**config.mk**
```make
export PLATFORM = sky130hd
export DESIGN_NAME = ts_capture
export DESIGN_NICKNAME = d
export VERILOG_FILES = /design/src/rtl/ts_cap_pkg.sv /design/src/rtl/ts_evt_filter.sv /design/src/rtl/ts_hold_reg.sv /design/src/rtl/ts_capture.sv
export SDC_FILE = /design/constraint.sdc
export NUM_CORES = 1
export LEC_CHECK = 0
export BUFFER_PORTS_ARGS = -buffer_cell sky130_fd_sc_hd__buf_2
export CORE_ASPECT_RATIO = 0.8
export CORE_MARGIN = 5
export CORE_UTILIZATION = 30
export CTS_CLUSTER_SIZE = 20
export DETAILED_ROUTE_END_ITERATION = 10
export HOLD_SLACK_MARGIN = 0.06
export REMOVE_ABC_BUFFERS = 1
export SYNTH_ARGS = -nofsm -noshare
export SYNTH_HDL_FRONTEND = slang
export SYNTH_SLANG_ARGS = --single-unit
```
**constraint.sdc**
```tcl
create_clock -name clk -period 3 [get_ports clk]
set_clock_uncertainty 0.15 [all_clocks]
set_input_delay 0.6 -clock clk [delete_from_list [all_inputs] [get_ports clk]]
set_output_delay 0.6 -clock clk [all_outputs]
set_load 0.01 [all_outputs]
```
**src/rtl/ts_cap_pkg.sv**
```systemverilog
package ts_cap_pkg;
  typedef enum logic [1:0] {
    RXM_NONE  = 2'b00,
    RXM_V1L4  = 2'b01,
    RXM_V2ALL = 2'b10,
    RXM_RSVD  = 2'b11
  } rx_mode_e;

  localparam logic [15:0] L2_EVENT_ETYPE = 16'h88F7;

  // Receive-side acceptance rule for one event.
  function automatic logic rx_accept(
    input logic [1:0]  mode,
    input logic        ver2,
    input logic        layer2,
    input logic [7:0]  msg,
    input logic [15:0] port,
    input logic [15:0] etype,
    input logic [7:0]  want_msg,
    input logic [15:0] want_port,
    input logic        l2_en,
    input logic        l2_stamp
  );
    logic port_ok, l2_ok;
    port_ok = (port == want_port);
    l2_ok   = l2_en && l2_stamp && (etype == L2_EVENT_ETYPE);
    unique case (rx_mode_e'(mode))
      RXM_V1L4:  rx_accept = !ver2 && !layer2 && port_ok && (msg == want_msg);
      RXM_V2ALL: rx_accept = ver2 && (layer2 ? l2_ok : port_ok);
      default:   rx_accept = 1'b0;
    endcase
  endfunction
endpackage

```
**src/rtl/ts_evt_filter.sv**
```systemverilog
module ts_evt_filter
  import ts_cap_pkg::*;
#(
  parameter bit RX_FILTER = 1'b1,
  parameter int MSG_W     = 8,
  parameter int PORT_W    = 16
) (
  input  logic              strobe,
  input  logic              enable,
  input  logic              ver2,
  input  logic              layer2,
  input  logic [MSG_W-1:0]  msg,
  input  logic [PORT_W-1:0] port,
  input  logic [15:0]       etype,
  input  logic [1:0]        mode,
  input  logic [MSG_W-1:0]  want_msg,
  input  logic [PORT_W-1:0] want_port,
  input  logic              l2_en,
  input  logic              l2_stamp,
  output logic              accept
);
  logic type_ok;

  generate
    if (RX_FILTER) begin : g_rx
      always_comb type_ok = rx_accept(mode, ver2, layer2, 8'(msg), 16'(port), etype,
                                      8'(want_msg), 16'(want_port), l2_en, l2_stamp);
    end else begin : g_tx
      assign type_ok = 1'b1;
    end
  endgenerate

  assign accept = strobe && enable && type_ok;
endmodule

```
**src/rtl/ts_hold_reg.sv**
```systemverilog
module ts_hold_reg #(
  parameter int TS_W = 64
) (
  input  logic            clk,
  input  logic            rst_n,
  input  logic [TS_W-1:0] now,
  input  logic            accept,
  input  logic            release_lock,
  output logic            cap_fire,
  output logic [TS_W-1:0] held,
  output logic            valid
);
  assign cap_fire = accept && !valid;

  always_ff @(posedge clk) begin
    if (!rst_n) begin
      held  <= '0;
      valid <= 1'b0;
    end else begin
      if (release_lock) valid <= 1'b0;
      if (cap_fire) begin
        held  <= now;
        valid <= 1'b1;
      end
    end
  end
endmodule

```
**src/rtl/ts_capture.sv**
```systemverilog
module ts_capture #(
  parameter bit RX_FILTER = 1'b1,
  parameter int TS_W      = 64,
  parameter int MSG_W     = 8,
  parameter int PORT_W    = 16
) (
  input  logic                clk,
  input  logic                rst_n,
  input  logic [TS_W-1:0]     sys_time,
  input  logic                evt_strobe,
  input  logic                evt_ver2,
  input  logic                evt_layer2,
  input  logic [MSG_W-1:0]    evt_msg,
  input  logic [PORT_W-1:0]   evt_udp_port,
  input  logic [15:0]         evt_ethertype,
  input  logic                cfg_enable,
  input  logic [1:0]          cfg_mode,
  input  logic [MSG_W-1:0]    cfg_msg,
  input  logic [PORT_W-1:0]   cfg_udp_port,
  input  logic                cfg_l2_en,
  input  logic                cfg_l2_stamp,
  input  logic                rd_hi,
  output logic [TS_W/2-1:0]   ts_lo,
  output logic [TS_W/2-1:0]   ts_hi,
  output logic                ts_valid
);
  localparam int HALF = TS_W / 2;

  logic            evt_accept;
  logic            cap_fire;
  logic [TS_W-1:0] held;

  ts_evt_filter #(.RX_FILTER(RX_FILTER), .MSG_W(MSG_W), .PORT_W(PORT_W)) u_filt (
    .strobe(evt_strobe), .enable(cfg_enable), .ver2(evt_ver2), .layer2(evt_layer2),
    .msg(evt_msg), .port(evt_udp_port), .etype(evt_ethertype), .mode(cfg_mode),
    .want_msg(cfg_msg), .want_port(cfg_udp_port), .l2_en(cfg_l2_en),
    .l2_stamp(cfg_l2_stamp), .accept(evt_accept)
  );

  ts_hold_reg #(.TS_W(TS_W)) u_hold (
    .clk(clk), .rst_n(rst_n), .now(sys_time), .accept(evt_accept),
    .release_lock(rd_hi), .cap_fire(cap_fire), .held(held), .valid(ts_valid)
  );

  assign ts_lo = held[HALF-1:0];
  assign ts_hi = held[TS_W-1:HALF];
endmodule

```
==> summary.md <==
| Metric | Value |
|---|---|
| Final worst slack | 635 ps |
| Grt total ovfl | 0 |
| RSZ-0062 raised after global routing | false |
| # fillers | approximately 950 |
| Most frequent cell after synthesis | nand2_1 |
| Worst EP required | roughly 3100 ps |
| Max Clock Freq | approximately 420 MHz |
| Layout area overhead | 48.8% |
| Layout Utilization | 0.455 |
| Initial antenna violation count | 1 |
| Post-cts repair resize count | 0 |
| Nets | around 670 |
| Share of the synthesized area in the top cell type | 0.443 |
| Via-to-Cell Ratio | roughly 4.4 |
| Buffers on Ports | just over 200 |
| Post-synth top area cell | dfxtp_1 |
| Worst Setup End Kind | flip-flop |
| CTS H-Tree Depth | 3 |
| Detailed placement HPWL | around 6600 um |
| Clk Latency, worst-skew pair | between 300 and 400 ps |
| Die Wd | approximately 120 um |
| Cell chain of the critical path | buf_2 > nand4b_1 > or4_1 > nor4_1 > buf_4 > o22ai_4 > buf_12 > mux2i_1 |
| Placed Cells | between 600 and 700 |
| Cell Count, Final, Fillers Out | around 650 |
| Mean Syn Cell Area | 8.89 um^2 |
| Sequential element share of the synthesized area | 0.443 |
| Worst Max-Slew Pin Slew | 583 ps |
| Iter 0 DRT Violations | slightly above 60 |
| Die Y-Extent | about 98 um |
| Crit path kind | input pin to flip-flop |
| Root Buffer | clkbuf_16 |
| Critical path startpoint category | input pin |
| DP Worst Slack | between 200 and 300 ps |
| CTS tree | built |
| Pleak | 2.56 nW |
| Primary FF master, synth | dfxtp_1 |
| #FFs+latches synth | 65 |
| Final cycle utilization of the critical path | 0.788 |
| Tmin final | between 2000 and 2500 ps |
| Layout cell share with drive strength beyond 1 | 0.420 |
| # setup viols final | 0 |
| Slowest CP cell | or4_1 |
| Cells after Synth | between 300 and 400 |
| Vias in the first global route | between 2,000 and 3,000 |
| Placed cell areas | a little over 4000 um^2 |
| Cts hold-fix bufs | 0 |
| Placeable Area | between 9000 and 10,000 um^2 |
| Worst-path maximum fanout | 32 |
| Detailed-route via count | 2,898 |
| I/O pins | just over 200 |
| Hold crit path type | flip-flop to flip-flop |
| First-pass GRT wire length | about 13,000 um |
| Largest stage delay, worst path | about 480 ps |
| EDFF count, synth | 0 |
| WL per Instance | between 10 and 15 um |
| Top Family by Delay on Critical Path | simple AND/OR/NAND/NOR gates |
| Max_cap viols | 0 |
| Maximum VDD drop | approximately 0.23 mV |
| Overall Power | 2.08 mW |
| Ys async rst share | 0 |
| Die Area | around 12,000 um^2 |
| ANT cells | 0 |
| First-pass DRT Iterations | 3 |
| Clock Tree Buf Depth | 2 |
| Pwr dens | roughly 480 nW/um^2 |
| CTS clk-pin slew, worst paths | around 50 ps |
| Final hold vios | 0 |
| Starting Density | 0.305 |
| Outcome | complete, no violations |
| Pin count of the biggest net entering global routing | 56 |
| Top post-synthesis cells by area | dfxtp_1 (44%), mux2i_1 (22%), nand2_1 (17%) |
| Final routed DRC violation total | 0 |
| Post-DRT Antenna Nets | 0 |
| RD Place Congestion | around 0.76 |
| Clk sink count | 65 |
| GRT Total Usage | 0.135 |
| Final Instance Area | around 4400 um^2 |
| Ys Warns | 0 |
| Mapped Area | slightly below 3000 um^2 |
| Rel. slew slack | 0.612 |
| Cell Rows | 32 |
| Buf/Inv on CP | 3 |
| Routed wire length | ~8400 um |
| CTS buffer count | 9 |
| Synth top cells by count | nand2_1 (131), dfxtp_1 (65), mux2i_1 (64) |
| Library cells used by synthesis | 22 |
| WP data arrival | 2420 ps |
| Slew Limit Fails | 0 |
| Post-CTS Setup Inserts | 0 |
-- placed cells by master (no fill, tap or decap), drive strengths merged --
cell	instances
nand3b	1
o22ai	1
a21boi	1
nand3	1
or4	1
buf	208
xor2	17
ha	2
nor4b	1
nand4	3
nand2	131
clkinv	2
dfxtp	65
nor3	3
nand4b	2
clkbuf	11
inv	2
mux2i	64
nand2b	1
xnor2	7
clkinvlp	2
nor4	6
bufinv	1
-- final timing paths --
check / startpoint / end / slack [ps] / depth (start not counted)
hold / removal: u_hold.held[7] / u_hold.held[7] / 300 / 2
setup / recovery: evt_ethertype[3] / u_hold.held[44] / 640 / 8
hold reg to reg: u_hold.held[7] / u_hold.held[7] / 300 / 2
setup reg to reg: u_hold.valid / u_hold.held[44] / 1010 / 6
-- registers in the layout, summed over array words and instances, names as in the netlist --
register      cells
u_hold.held      64
u_hold.valid      1
-- cells by family after synthesis --
logic type,synth area share
buffers and inverters,0.0439
and+or+nand+nor,0.210
xor gates and xnor gates,0.0716
adders and majority gates,0.00852
AOI/OAI and AO/OA,0.00469
DFF,0.443
muxes,0.218
-- worst register-to-register path, cell delays in order, from the launching register on --
cell and delay (ps):
dfxtp_1 340, nor4_1 300, nand3_1 110, nor3_1 310, o22ai_4 250, buf_12 280, mux2i_1 150
-- layout make-up --
cell class	instances	area, um^2	share of cell area
clock buffer	11	243	0.0556
clock inverter	5	55.1	0.0126
inverter	2	7.51	0.00172
multi-input combinational	242	1520	0.348
sequential	65	1300	0.298
tap	119	149	0.0341
timing repair buffer	208	1090	0.250
-- metrics by stage --
step / hold WS, ps / TNS [ps]
floorplan: 332 / -213440
global placement: 292 / 0
detailed placement: 298 / 0
CTS: 310 / 0
global route: 320 / 0
finish: 304 / 0
-- power by group --
part           switching, mW  total, mW  internal, mW
registers        0.000000118      0.864         0.864
clock network          0.371       1.03         0.662
logic                 0.0811      0.179        0.0977
total                  0.452       2.08          1.62
-- layer usage --
| layer | up-vias | global-route usage | routed length (um) |
|---|---|---|---|
| li1 | 1472 | - | - |
| met1 | 1278 | 0.136 | 3240 |
| met2 | 135 | 0.240 | 3990 |
| met3 | 11 | 0.0711 | 1040 |
| met4 | 2 | 0.0418 | 105 |
| met5 | - | 0 | 20 |
(Power assumes the default switching activity.)
